<file path="config.mk">
export PLATFORM = sky130hd
export DESIGN_NAME = tick_ack_tracker
export DESIGN_NICKNAME = d
export VERILOG_FILES = /design/src/rtl/tat_pkg.sv /design/src/rtl/tat_opsel.sv /design/src/rtl/tat_slot.sv /design/src/rtl/tat_count.sv /design/src/rtl/tick_ack_tracker.sv
export SDC_FILE = /design/constraint.sdc
export NUM_CORES = 1
export LEC_CHECK = 0
export BUFFER_PORTS_ARGS = -buffer_cell sky130_fd_sc_hd__buf_4
export CORE_ASPECT_RATIO = 0.6
export CORE_MARGIN = 2
export CORE_UTILIZATION = 54
export DETAILED_ROUTE_END_ITERATION = 10
export GPL_TIMING_DRIVEN = 0
export HOLD_SLACK_MARGIN = 0.03
export PLACE_DENSITY = 0.77
export SLEW_MARGIN = 20
export SYNTH_ARGS = -nofsm -noshare
export SYNTH_HDL_FRONTEND = slang
export SYNTH_HIERARCHICAL = 1
export SYNTH_SLANG_ARGS = --single-unit
export TNS_END_PERCENT = 30
</file>
<file path="constraint.sdc">
create_clock -name clk -period 3.75 [get_ports clk]
set_input_delay 0 -clock clk [delete_from_list [all_inputs] [get_ports clk]]
set_output_delay 0 -clock clk [all_outputs]
set_load 0.01 [all_outputs]
</file>
<file path="src/rtl/tat_pkg.sv">
package tat_pkg;
  // event selected for the current cycle
  typedef enum logic [2:0] {
    OP_IDLE,
    OP_CLR,
    OP_REBUILD,
    OP_DLV,
    OP_EOI,
    OP_RSYNC
  } tat_op_e;
endpackage

</file>
<file path="src/rtl/tat_opsel.sv">
module tat_opsel
  import tat_pkg::*;
(
  input  logic    clr_i,
  input  logic    rebuild_i,
  input  logic    dlv_valid_i,
  input  logic    eoi_valid_i,
  input  logic    rs_valid_i,
  output tat_op_e op_o
);
  // fixed priority: clear, rebuild, delivery, eoi, resync
  always_comb begin
    if (clr_i)            op_o = OP_CLR;
    else if (rebuild_i)   op_o = OP_REBUILD;
    else if (dlv_valid_i) op_o = OP_DLV;
    else if (eoi_valid_i) op_o = OP_EOI;
    else if (rs_valid_i)  op_o = OP_RSYNC;
    else                  op_o = OP_IDLE;
  end
endmodule

</file>
<file path="src/rtl/tat_slot.sv">
module tat_slot
  import tat_pkg::*;
#(
  parameter int VW  = 8,
  parameter int IDW = 3,
  parameter int IDX = 0
) (
  input  logic          clk,
  input  logic          rst_n,
  input  tat_op_e       op_i,
  input  logic          rebuild_all_i,
  input  logic          dlv_ok_i,
  input  logic          dlv_bit_i,
  input  logic [VW-1:0] dlv_vec_i,
  input  logic [IDW-1:0] eoi_id_i,
  input  logic [VW-1:0] eoi_vec_i,
  input  logic [IDW-1:0] rs_id_i,
  input  logic [VW-1:0] cfg_vec_i,
  input  logic          pend_bit_i,
  output logic          bit_o,
  output logic          eoi_hit_o,
  output logic          rs_diff_o
);
  localparam logic [IDW-1:0] MY_ID = IDW'(IDX);

  logic          rec_q;
  logic [VW-1:0] vec_q;

  assign bit_o     = rec_q;
  assign eoi_hit_o = (op_i == OP_EOI) && (eoi_id_i == MY_ID) && rec_q && (vec_q == eoi_vec_i);
  assign rs_diff_o = (op_i == OP_RSYNC) && (rs_id_i == MY_ID) && (pend_bit_i != rec_q);

  always_ff @(posedge clk) begin
    if (!rst_n) begin
      rec_q <= 1'b0;
      vec_q <= '0;
    end else if (op_i == OP_CLR) begin
      rec_q <= 1'b0;
    end else if (rebuild_all_i) begin
      rec_q <= pend_bit_i;
      if (pend_bit_i) vec_q <= cfg_vec_i;
    end else if (dlv_ok_i) begin
      rec_q <= dlv_bit_i;
      if (dlv_bit_i) vec_q <= dlv_vec_i;
    end else if (eoi_hit_o) begin
      rec_q <= 1'b0;
    end else if (rs_diff_o) begin
      rec_q <= pend_bit_i;
      if (pend_bit_i) vec_q <= cfg_vec_i;
    end
  end
endmodule

</file>
<file path="src/rtl/tat_count.sv">
module tat_count #(
  parameter int N  = 8,
  parameter int CW = 4
) (
  input  logic          clk,
  input  logic          rst_n,
  input  logic          clr_i,
  input  logic          rebuild_i,
  input  logic [N-1:0]  pend_vec_i,
  input  logic          load_i,
  input  logic [CW:0]   load_val_i,
  input  logic          inc_i,
  input  logic          dec_i,
  output logic [CW-1:0] cnt_o
);
  logic [CW-1:0] pop;
  logic [CW-1:0] cnt_q;

  always_comb begin
    pop = '0;
    for (int i = 0; i < N; i++) pop = pop + CW'(pend_vec_i[i]);
  end

  assign cnt_o = cnt_q;

  always_ff @(posedge clk) begin
    if (!rst_n)          cnt_q <= '0;
    else if (clr_i)      cnt_q <= '0;
    else if (rebuild_i)  cnt_q <= pop;
    else if (load_i)     cnt_q <= load_val_i[CW] ? '0 : load_val_i[CW-1:0];
    else if (inc_i)      cnt_q <= cnt_q + 1'b1;
    else if (dec_i)      cnt_q <= cnt_q - 1'b1;
  end
endmodule

</file>
<file path="src/rtl/tick_ack_tracker.sv">
module tick_ack_tracker
  import tat_pkg::*;
#(
  parameter int  N   = 8,
  parameter int  VW  = 8,
  localparam int CW  = $clog2(N + 1),
  localparam int IDW = (N > 1) ? $clog2(N) : 1
) (
  input  logic           clk,
  input  logic           rst_n,
  input  logic           clr_i,
  input  logic           rebuild_i,
  input  logic           line_rise_i,
  output logic           coalesced_o,
  input  logic           dlv_valid_i,
  input  logic [N-1:0]   dlv_map_i,
  input  logic [VW-1:0]  dlv_vec_i,
  input  logic [CW:0]    dlv_cnt_i,
  output logic           dlv_err_o,
  input  logic           eoi_valid_i,
  input  logic [IDW-1:0] eoi_id_i,
  input  logic [VW-1:0]  eoi_vec_i,
  input  logic           rs_valid_i,
  input  logic [IDW-1:0] rs_id_i,
  input  logic [VW-1:0]  cfg_vec_i,
  input  logic [N-1:0]   proc_pend_i,
  output logic [CW-1:0]  pend_cnt_o,
  output logic [N-1:0]   map_o
);
  tat_op_e       op;
  logic [N-1:0]  hit_v;
  logic [N-1:0]  diff_v;
  logic [N-1:0]  pend_sh;
  logic          rs_pend;
  logic          eoi_hit;
  logic          rs_diff;
  logic          cnt_zero;
  logic          dlv_ok;
  logic          take_one;
  logic          underflow;
  logic          rebuild_all;
  logic          err_q;

  tat_opsel u_opsel (
    .clr_i       (clr_i),
    .rebuild_i   (rebuild_i),
    .dlv_valid_i (dlv_valid_i),
    .eoi_valid_i (eoi_valid_i),
    .rs_valid_i  (rs_valid_i),
    .op_o        (op)
  );

  assign pend_sh   = proc_pend_i >> rs_id_i;
  assign rs_pend   = pend_sh[0];
  assign eoi_hit   = |hit_v;
  assign rs_diff   = |diff_v;
  assign cnt_zero  = (pend_cnt_o == '0);
  assign dlv_ok    = (op == OP_DLV) && cnt_zero;
  assign take_one  = eoi_hit || (rs_diff && !rs_pend);
  assign underflow = cnt_zero && take_one;
  assign rebuild_all = (op == OP_REBUILD) || underflow;

  for (genvar g = 0; g < N; g++) begin : g_slot
    tat_slot #(.VW(VW), .IDW(IDW), .IDX(g)) u_slot (
      .clk           (clk),
      .rst_n         (rst_n),
      .op_i          (op),
      .rebuild_all_i (rebuild_all),
      .dlv_ok_i      (dlv_ok),
      .dlv_bit_i     (dlv_map_i[g]),
      .dlv_vec_i     (dlv_vec_i),
      .eoi_id_i      (eoi_id_i),
      .eoi_vec_i     (eoi_vec_i),
      .rs_id_i       (rs_id_i),
      .cfg_vec_i     (cfg_vec_i),
      .pend_bit_i    (proc_pend_i[g]),
      .bit_o         (map_o[g]),
      .eoi_hit_o     (hit_v[g]),
      .rs_diff_o     (diff_v[g])
    );
  end

  tat_count #(.N(N), .CW(CW)) u_count (
    .clk        (clk),
    .rst_n      (rst_n),
    .clr_i      (op == OP_CLR),
    .rebuild_i  (rebuild_all),
    .pend_vec_i (proc_pend_i),
    .load_i     (dlv_ok),
    .load_val_i (dlv_cnt_i),
    .inc_i      (rs_diff && rs_pend),
    .dec_i      (take_one),
    .cnt_o      (pend_cnt_o)
  );

  always_ff @(posedge clk) begin
    if (!rst_n) err_q <= 1'b0;
    else        err_q <= (op == OP_DLV) && !cnt_zero;
  end

  assign dlv_err_o   = err_q;
  assign coalesced_o = line_rise_i && !cnt_zero;
endmodule

</file>
* Yosys cells after proc, flatten, opt, wreduce, memory -nomap -nowiden
Cells that the tools add are included.
W data, S select, Z words.
** Cells by class
- Shift-type cells :: 1
- Equal/unequal tests :: 51
- Bitwise logic cells :: 2
- Reductions and logical operators :: 81
- Add/sub/neg operators :: 9
- Muxes and demuxes :: 90
** Operators with widths (number)
- $mux W8 :: 48
- $eq A8 B8 Y1 :: 8
- $logic_and A1 B1 Y1 :: 46
- $reduce_bool A4 Y1 :: 9
- $mux W1 :: 32
- $reduce_and A4 Y1 :: 8
- $eq A3 B3 Y1 const B :: 10
- $ne A3 B2 Y1 const B :: 9
- $add A4 B1 Y4 :: 6
- $reduce_bool A3 Y1 :: 8
- $ne A3 B3 Y1 const B :: 7
- $mux W4 :: 5
- $eq A3 B2 Y1 const B :: 6
- $reduce_or A8 Y1 :: 2
- $mux W3 :: 5
- $eq A3 B1 Y1 const B :: 3
- $ne A1 B1 Y1 :: 8
- $shr A8 B3 Y1 :: 1
- $logic_not A3 Y1 :: 2
- $add A4 B1 Y4 const B :: 1
- $logic_not A4 Y1 :: 1
- $sub A4 B1 Y4 const B :: 1
- $add A1 B1 Y2 :: 1
- $logic_not A1 Y1 :: 2
- other kinds (3) :: 5
** Storage, ports and cells
- Word-level logic and storage cells :: 252
- Output and inout bits :: 14
- Flip-flop bits (word level) :: 77

* Longest topological paths before layout
Gate-level depths: netlist of run 1.
- Depth after elaboration :: 15
- Mapped depth :: 15

* By module
The synthesis of run 1 kept the hierarchy.
** Modules (own cells, without submodules)
- tat_slot at g_slot[5].u_slot ... :: instances 3, area each 709.4 sq um, cells each 82, sequential area each 180.2 sq um
- tat_slot at g_slot[1].u_slot ... :: instances 2, area each 725.7 sq um, cells each 83, sequential area each 180.2 sq um
- tat_slot at g_slot[0].u_slot :: instances 1, area each 724.4 sq um, cells each 82, sequential area each 180.2 sq um
- tat_slot at g_slot[3].u_slot :: instances 1, area each 713.2 sq um, cells each 82, sequential area each 180.2 sq um
- tat_slot at g_slot[4].u_slot :: instances 1, area each 713.2 sq um, cells each 83, sequential area each 180.2 sq um
- tat_count :: instances 1, area each 554.3 sq um, cells each 61, sequential area each 80.1 sq um
- tick_ack_tracker :: instances 1, area each 242.7 sq um, cells each 30, sequential area each 20.0 sq um
- tat_opsel :: instances 1, area each 37.5 sq um, cells each 7, sequential area each 0.0 sq um

* Least setup slack after synthesis of run 1
No wires, ideal clock.
- Path kind :: input to register
- From :: input port rebuild_i
- To :: register u_count.cnt_q[3], in the netlist u_count/cnt_o[3]
- Stages on the path :: 13
- Slack :: -0.294 ns
- Library setup time :: 0.080 ns
- Arrival :: 3.964 ns
- Data required time :: 3.670 ns
- Path buffers :: 1
- Cells stage by stage :: nor4_1 -> nor2b_1 -> nand4b_1 -> nor3_1 -> nor4_2 -> nand2_1 -> a21o_1 -> a31o_1 -> buf_2 -> or4_4 -> o21bai_1 -> a221o_1 -> nor3b_1
** On the way
- Cells in the longest elaborated chain, start to end :: 11
- Elaborated cells on any way between the ends :: 60
- Those cells by class :: 5 x eq/ne; 5 x mux; 50 x reduce/logical
** RTL lines
- from (decl) :: line tick_ack_tracker.sv:12 : input logic rebuild_i,
- $mux W3 * :: line tat_opsel.sv:14 : else if (rebuild_i) op_o = OP_REBUILD;
- $mux W3 * :: line tat_opsel.sv:13 : if (clr_i) op_o = OP_CLR;
- $eq A3 B3 Y1 * :: line tat_slot.sv:30 : assign eoi_hit_o = (op_i == OP_EOI) && (eoi_id_i == MY_ID) && rec_q && (vec_q == eoi_vec_i);
- $logic_and A1 B1 Y1 * (3 in series) :: line tat_slot.sv:30
- named net hit_v[2] :: line tick_ack_tracker.sv:31 : logic [N-1:0] hit_v;
- $reduce_or A8 Y1 * :: line tick_ack_tracker.sv:55 : assign eoi_hit = |hit_v;
- $logic_or A1 B1 Y1 * :: line tick_ack_tracker.sv:59 : assign take_one = eoi_hit || (rs_diff && !rs_pend);
- $logic_and A1 B1 Y1 * :: line tick_ack_tracker.sv:60 : assign underflow = cnt_zero && take_one;
- $logic_or A1 B1 Y1 * :: line tick_ack_tracker.sv:61 : assign rebuild_all = (op == OP_REBUILD) || underflow;
- named net rebuild_all :: line tick_ack_tracker.sv:41 : logic rebuild_all;
- $reduce_bool A4 Y1 (no line) / $mux W4 (equally long branches)
- to (signal assigned) :: line tat_count.sv:30 : else if (load_i) cnt_q <= load_val_i[CW] ? '0 : load_val_i[CW-1:0];
- to (signal assigned) :: line tat_count.sv:31 : else if (inc_i) cnt_q <= cnt_q + 1'b1;
- to (signal assigned) :: line tat_count.sv:32 : else if (dec_i) cnt_q <= cnt_q - 1'b1;
- to (decl) :: line tat_count.sv:17 : logic [CW-1:0] cnt_q;
The timed path passes the listed nets; every way through them passes the cells marked *.
A chain may end at the register's enable or synchronous reset.

* Worst setup path after layout of run 1
- From :: input port rebuild_i
- To :: register u_count.cnt_q[3], in the netlist u_count/cnt_o[3]
** On the way
- Cells in the longest elaborated chain, start to end :: 11
- Elaborated cells on any way between the ends :: 60
- Those cells by class :: 5 x eq/ne; 5 x mux; 50 x reduce/logical
** RTL lines
- $mux W3 * :: line tat_opsel.sv:14
- $mux W3 * :: line tat_opsel.sv:13
- named net op[1] :: line tick_ack_tracker.sv:30 : tat_op_e op;
- $eq A3 B3 Y1 * :: line tat_slot.sv:31 : assign rs_diff_o = (op_i == OP_RSYNC) && (rs_id_i == MY_ID) && (pend_bit_i != rec_q);
- $logic_and A1 B1 Y1 * (2 in series) :: line tat_slot.sv:31
- named net diff_v[5] :: line tick_ack_tracker.sv:32 : logic [N-1:0] diff_v;
- $reduce_or A8 Y1 * :: line tick_ack_tracker.sv:56 : assign rs_diff = |diff_v;
- $logic_and A1 B1 Y1 :: line tick_ack_tracker.sv:59
- $logic_or A1 B1 Y1 :: line tick_ack_tracker.sv:59
- $logic_and A1 B1 Y1 :: line tick_ack_tracker.sv:60
- $logic_or A1 B1 Y1 :: line tick_ack_tracker.sv:61
- $reduce_bool A4 Y1 (no line) / $mux W4 (equally long branches)
Marks and branches as above.

==> impl_results.md, run 1 <==
- Clock slew at reported path FFs: around 60 ps
- Peak VDD IR: 0.244 mV
- Fin nets: about 910
- Dpl hpwl: 15900 microns
- WL final: 22000 microns
- Fin crit share: 0.927
- YS warnings: 6
- Hold_ws: 114 ps
- Max Clk Rate: 288 MHz
- Vias/cell: about 6.4
- FFs w/ async S/R, synth: 0
- Count of pins over their slew limit: 0
- CP Class: in2reg
- Post-Syn Nets: around 830
- Design Area, Final: roughly 0.0077 sq mm
- Initial DRT Pass Iterations: 8
- Starting Density: 0.550
- DRT antenna net count: 0
- Avg Inst Size Synth: 8.67 sq um
- Vias post-DR: between 6000 and 7000
- Yosys cell types: 52
- Top post-synthesis cells by area: dfxtp_1 23%, mux2i_1 20%, xnor2_1 8.9%, o211ai_1 8.2%, nand2_1 7.6%
- Worst setup SP type: input pin
- DRT iter0 DRCs: about 670
- Synth area leader: dfxtp_1
- Pin count of the biggest net entering global routing: 34
- Mapped Area: 0.00657 sq mm
- CTS tree: built
- Slew at the pin closest to its max-slew limit: 1040 ps
- Outcome: complete, no violations
- WL/cell: between 20 and 25 microns
- Hold Crit Class: in2reg
- Top Ports: 73
- Critical Path RT: 3970 ps
- Setup Buffers After CTS: 0
- Max clock buf depth: 2
- Die X: between 100 and 150 microns
- Post-route setup slack: around 270 ps
- Area post-placement: 0.00736 sq mm
- Vias in the first global route: 6228
- Crit Path Max Fanout: 20
- Max-cap violations: 0
- Crit path DAT: 3700 ps
- Slew headroom: 0.305
- Top-area cell type share of the netlist area: 0.235
- Port Buffer Count: 72
- Ant diodes: 0
- FP Rows: 31
- Setup Total Neg Slack: 0 ps
- Leak: 3.30 nW
- Count of final setup violators: 0
- GP Congestion: between 0.9 and 1
- Layout Cells excl Fill: 1014
- Top cells by count, synth: 133 x mux2i_1, 133 x nand2_1, 77 x dfxtp_1
- Share of layout cells above drive strength 1: 0.176
- Root Driver: clkbuf_16
- Final Hold Violating Endpoints: 0
- Final clock skew: 6.88 ps
- H-tree levels: 3
- Die height: 89.4 microns
- Final Util: 0.648
- Sequential area share after synthesis: 0.235
- DRC: 0
- Post-synth EDFFs: 0
- All-layer global routing usage: 0.336
- Tmin final: 3480 ps
- Die area: 0.0131 sq mm
- Placed Cells: 996
- Post-Syn Instances: 757
- GRT overflow: 0
- CTS Buf Count: 9
- PwrDens: 373 mW/mm^2
- Area grow syn2layout: 17.9%
- Tot Pwr: around 2.9 mW
- First-pass GRT wire length: 33800 microns
- Top FF cell, synth: dfxtp_1
- Initial antenna violation count: 0
- Clk_lat worst skew: approximately 340 ps
- RSZ-0062 raised after global routing: false
- Pre-CTS setup slack: -281 ps
- Post-synthesis register bit count: 77
- Core area: 0.0119 sq mm
- Num Clock Sinks: 77
- Crit end category: flip-flop
[path summary, 6_finish.rpt]
path         slack [ps]  cells after the start                       from                   endpoint
max                 270                     13                  rebuild_i           u_count/cnt_o[3]
min                 110                      3               dlv_vec_i[7]  g_slot[0].u_slot/vec_q[7]
max reg2reg         570                     13     g_slot[2].u_slot/bit_o  g_slot[4].u_slot/vec_q[0]
min reg2reg         490                      2  g_slot[1].u_slot/vec_q[7]  g_slot[1].u_slot/vec_q[7]
[state kept, by name, indices dropped and copies added (netlist names)]
| name | count |
|---|---|
| dlv_err_o | 1 |
| u_count/cnt_o | 4 |
| g_slot.u_slot/bit_o | 8 |
| g_slot.u_slot/vec_q | 64 |
[worst max-delay path, stage by stage]
cell       delay [ps]
buf_4             110
nor2_1             60
nor2_2            770
nor2b_1           230
and3_4            250
nor4_1            460
a21oi_1           220
inv_1             250
ha_1              320
and3_4            200
or3_4             380
a2111oi_4         340
nor3b_1            80
[routing by layer]
layer  global-route usage  vias up  part of all wire
li1                     -     2951                 -
met1                0.442     3093              0.43
met2                0.533      351              0.44
met3               0.0862       67              0.10
met4                0.144        0             0.031
met5                    0        -                 0
[cell type report]
cell class | count | area (sq um)
Buffer | 45 | 220
Timing Repair Buffer | 76 | 592
Tap cell | 165 | 206
Inverter | 22 | 82.6
Multi-Input combinational cell | 613 | 4750
Clock inverter | 3 | 65.1
Fill cell | 961 | 4210
Clock buffer | 13 | 280
Sequential cell | 77 | 1540
[repair_timing]
item / in CTS / in global routing
endpoints found under the setup margin: 0 / 71
hold buffers: 2 / 0
endpoints found under the hold margin: 2 / 0
resized for setup: 0 / 2
[where the power goes]
part / leakage, nW / total, mW / switching (mW) / internal (mW)
Sequential: 0.626 / 0.950 / 0.0693 / 0.880
Combinational: 2.51 / 0.919 / 0.515 / 0.403
Clock: 0.172 / 1.02 / 0.366 / 0.655
[cells in the final DEF, fill, tap and decap left out, drive strengths merged, types with 9 or more instances in the layout]
cell type / Yosys / final
nand4: 21 / 21
nor2: 24 / 24
nor3: 11 / 11
dfxtp: 77 / 77
nor2b: 10 / 10
xnor2: 67 / 67
nand2: 133 / 133
a21oi: 10 / 10
mux2i: 133 / 133
buf: 21 / 95
o211ai: 72 / 72
and3: 17 / 17
inv: 22 / 22
nand2b: 9 / 9
clkbuf: 24 / 37
[kinds of logic after synthesis]
logic type / count (synthesis) / synth area share
fa+ha+maj: 10 / 0.0248
mux: 133 / 0.203
compound gates: 129 / 0.171
xor+xnor: 75 / 0.100
buf+inv: 67 / 0.0461
flops: 77 / 0.235
simple gates: 266 / 0.221
(Power assumes the default switching activity.)
==> run 2: changes to the inputs <==
PLACE_DENSITY = 0.78   (was 0.77)
SYNTH_HIERARCHICAL = unset   (was 1)
==> impl_results.md, run 2 <==
- Max Clk Rate: 273 MHz (-5.2%)
- Buf/Inv on CP: 2 (unchanged)
- Port Buffer Count: 54 (-25%)
- Metal3 WL: 3630 microns (+63%)
- Area of the multi-input gates: 0.00419 sq mm (-12%)
- Hold Path Depth: 3 (unchanged)
- Initial DRT Pass Iterations: 5 (-3)
- Fin crit share: 0.978 (+0.0510)
- Ant diodes: 0 (unchanged)
- Sequential area share after synthesis: 0.252 (+0.0173)
- Vias post-DR: 6751 (+4.5%)
- DRT antenna net count: 0 (unchanged)
- Top post-synthesis cells by area: dfxtp_1 25%, mux2i_1 10%, xnor2_1 10%, a21boi_1 6.9%, nand3_1 6.2%
- Crit Path Max Fanout: 10 (-50%)
- Crit path DAT: 3900 ps (+200 ps)
- CP Depth: 8 (-5)
- Post-Syn Nets: 834 (+0.97%)
- Final Util: 0.634 (-0.0132)
- Area post-placement: 0.00670 sq mm (-9.0%)
- Placed Cells: 963 (-3.3%)
- Peak VDD IR: 0.245 mV (+0.62%)
- Post-Syn Instances: 765 (+1.1%)
- Most frequent CP cell: nand3_1
- Fin nets: 908 (-0.55%)
- GRT overflow: 0 (unchanged)
- Setup Total Neg Slack: 0 ps (unchanged)
- Hold_ws: 38.8 ps (-74.8 ps)
- Clk_lat worst skew: 350 ps (about the same)
- Most flop-heavy register: g_slot.u_slot.vec_q
- Mapped Area: 0.00611 sq mm (-6.9%)
- Reg2reg path depth: 8 (-5)
- Sw frac: 0.343 (+0.0142)
- Outcome: complete, no violations
- Met2 routed WL: 10000 microns (+2.8%)
- Area grow syn2layout: 15.7%
- CP Cell Sequence: nor4_1 > buf_2 > nand3_1 > clkbuf_1 > nor2_1 > a21oi_1 > nand3_1 > a21boi_1
- YS warnings: 0 (-6)
- Die height: 86.4 microns (-3.3%)
- Top FF cell, synth: dfxtp_1
- Num Clock Sinks: 77 (unchanged)
- Hold Crit Class: in2reg
- CTS tree: built
- Final Hold Violating Endpoints: 0 (unchanged)
- CTS Buf Count: 9 (unchanged)
- Initial antenna violation count: 0 (unchanged)
- Yosys cell types: 56 (+7.7%)
- Fillers: 976 (+1.6%)
- CP Class: reg2reg
- Sw Pwr: 0.834 mW (-12%)
- H-tree levels: 3 (unchanged)
- Count of final setup violators: 0 (unchanged)
- Pre-CTS setup slack: 271 ps (+552 ps)
- FP Rows: 30 (-3.2%)
- Crit-path slowest cell: nor2_1
- Max incr delay on CP: 990 ps (+220 ps)
- Most common cell in the netlist: dfxtp_1
- Crit end category: flip-flop
- Tot Pwr: 2.43 mW (-16%)
- DRT iter0 DRCs: 1088 (+62%)
- Top layer in use: met4
- Metal-1 WL: 9780 microns (+4.2%)
- Final clock skew: 7.20 ps (+0.326 ps)
- Slew headroom: 0.156 (-0.149)
- Starting Density: 0.548 (-0.00105)
- Count of pins over their slew limit: 0 (unchanged)
- Clock share of power: 0.348 (-0.005)
- Max clock buf depth: 2 (unchanged)
- GP Congestion: 1.04 (+16%)
- Synth area leader: dfxtp_1
- All-layer global routing usage: 0.394 (+0.0573)
- WL/cell: 24.7 microns (+13%)
- WL final: 24400 microns (+11%)
- Critical Path RT: 3980 ps (about the same)
- Core area: 0.0111 sq mm (-6.7%)
- Die area: 0.0122 sq mm (-6.6%)
- Vias in the first global route: 6280 (+0.83%)
- First-pass GRT wire length: 36100 microns (+6.8%)
- Leak: 2.73 nW (-17%)
- Dpl hpwl: 16700 microns (+5.4%)
- Die X: 141 microns (-3.4%)
- Slew at the pin closest to its max-slew limit: 1260 ps (+220 ps)
- DRC: 0 (unchanged)
- Family with the most delay on the worst path: simple AND/OR/NAND/NOR gates
- Largest register FFs: 64 (unchanged)
- Design Area, Final: 0.00707 sq mm (-8.6%)
- Vias/cell: 6.83 (+7.2%)
- Share of layout cells above drive strength 1: 0.141 (-0.0345)
- FFs w/ async S/R, synth: 0 (unchanged)
- FF+latch area: 0.00154 sq mm (unchanged)
- Post-route setup slack: 82.4 ps (-191 ps)
- RSZ-0062 raised after global routing: false
- Most frequent cells in the layout: 77 x dfxtp_1, 76 x nand3_1, 75 x a21oi_1
- Commonest non-fill, non-tap cell in the layout: dfxtp_1
- Root Driver: clkbuf_16
- Top cells by count, synth: 77 x dfxtp_1, 76 x nand3_1, 75 x a21oi_1
- PostCTS Resize Cnt: 0 (unchanged)
- Tmin final: 3670 ps (+191 ps)
- Post-synth EDFFs: 0 (unchanged)
- Pin count of the biggest net entering global routing: 14 (-59%)
- Combinational Power Share: 0.284 (-0.034)
- Worst setup SP type: flip-flop
- Top-area cell type share of the netlist area: 0.252 (+0.0173)
- Max-cap violations: 0 (unchanged)
- Clock slew at reported path FFs: 60 ps (about the same)
- Avg Inst Size Synth: 7.99 sq um (-7.8%)
- Layout Cells excl Fill: 988 (-2.6%)
- Post-synthesis register bit count: 77 (unchanged)
- Pint: 1.60 mW (-18%)
- Sequential fraction of design power: 0.369 (+0.040)
- PwrDens: 344 mW/mm^2 (-8.0%)
- Top Ports: 73 (unchanged)
[run 2: area by class of cell]
cell class,instances,share of cell area
multi-input combinational,604,0.592
sequential,77,0.218
timing repair buffer,63,0.0701
buffer,69,0.0469
clock buffer,10,0.0338
tap,144,0.0255
inverter,15,0.00796
clock inverter,6,0.00548
[run 2: kinds of logic after synthesis]
group	count (synthesis)	synth area share
buffers and inverters	84	0.0634
multiplexers	66	0.112
adder cells (fa/ha/maj)	10	0.0266
AND/OR/NAND/NOR	184	0.159
AO/OA/AOI/OAI	268	0.278
XOR/XNOR	76	0.109
flip-flops	77	0.252
[run 2: power groups by stage]
| stage | clock network, mW | registers, mW | logic, mW |
|---|---|---|---|
| finish | 0.844 | 0.896 | 0.689 |
| global route | 0.875 | 0.899 | 0.731 |
| CTS | 0.843 | 0.894 | 0.662 |
| detailed placement | 0 | 0.912 | 0.650 |
| global placement | 0 | 0.910 | 0.632 |
| floorplan | 0 | 0.904 | 0.444 |
[run 2: repair_timing]
action / in CTS / in global routing
endpoints found under the hold margin: 8 / 0
buffers inserted: 0 / 0
hold buffers: 9 / 0
[run 2: worst paths after layout]
check,start,endpoint,slack (ps)
setup / recovery,u_count.cnt_o[0],g_slot[4].u_slot.vec_q[6],80
hold / removal,dlv_map_i[3],g_slot[3].u_slot.bit_o,40
setup reg to reg,u_count.cnt_o[0],g_slot[4].u_slot.vec_q[6],80
hold reg to reg,g_slot[7].u_slot.vec_q[3],g_slot[7].u_slot.vec_q[3],490
[run 2: layer usage]
metal  vias up  GRT usage
met5         -          0
met4         0      0.146
met3        89      0.117
met2       590      0.584
met1      3156      0.544
li1       2916          -
[run 2: tightest hold or removal path, cell delays in order]
cell	delay, ps
buf_4	100
a22oi_1	90
a21oi_1	150
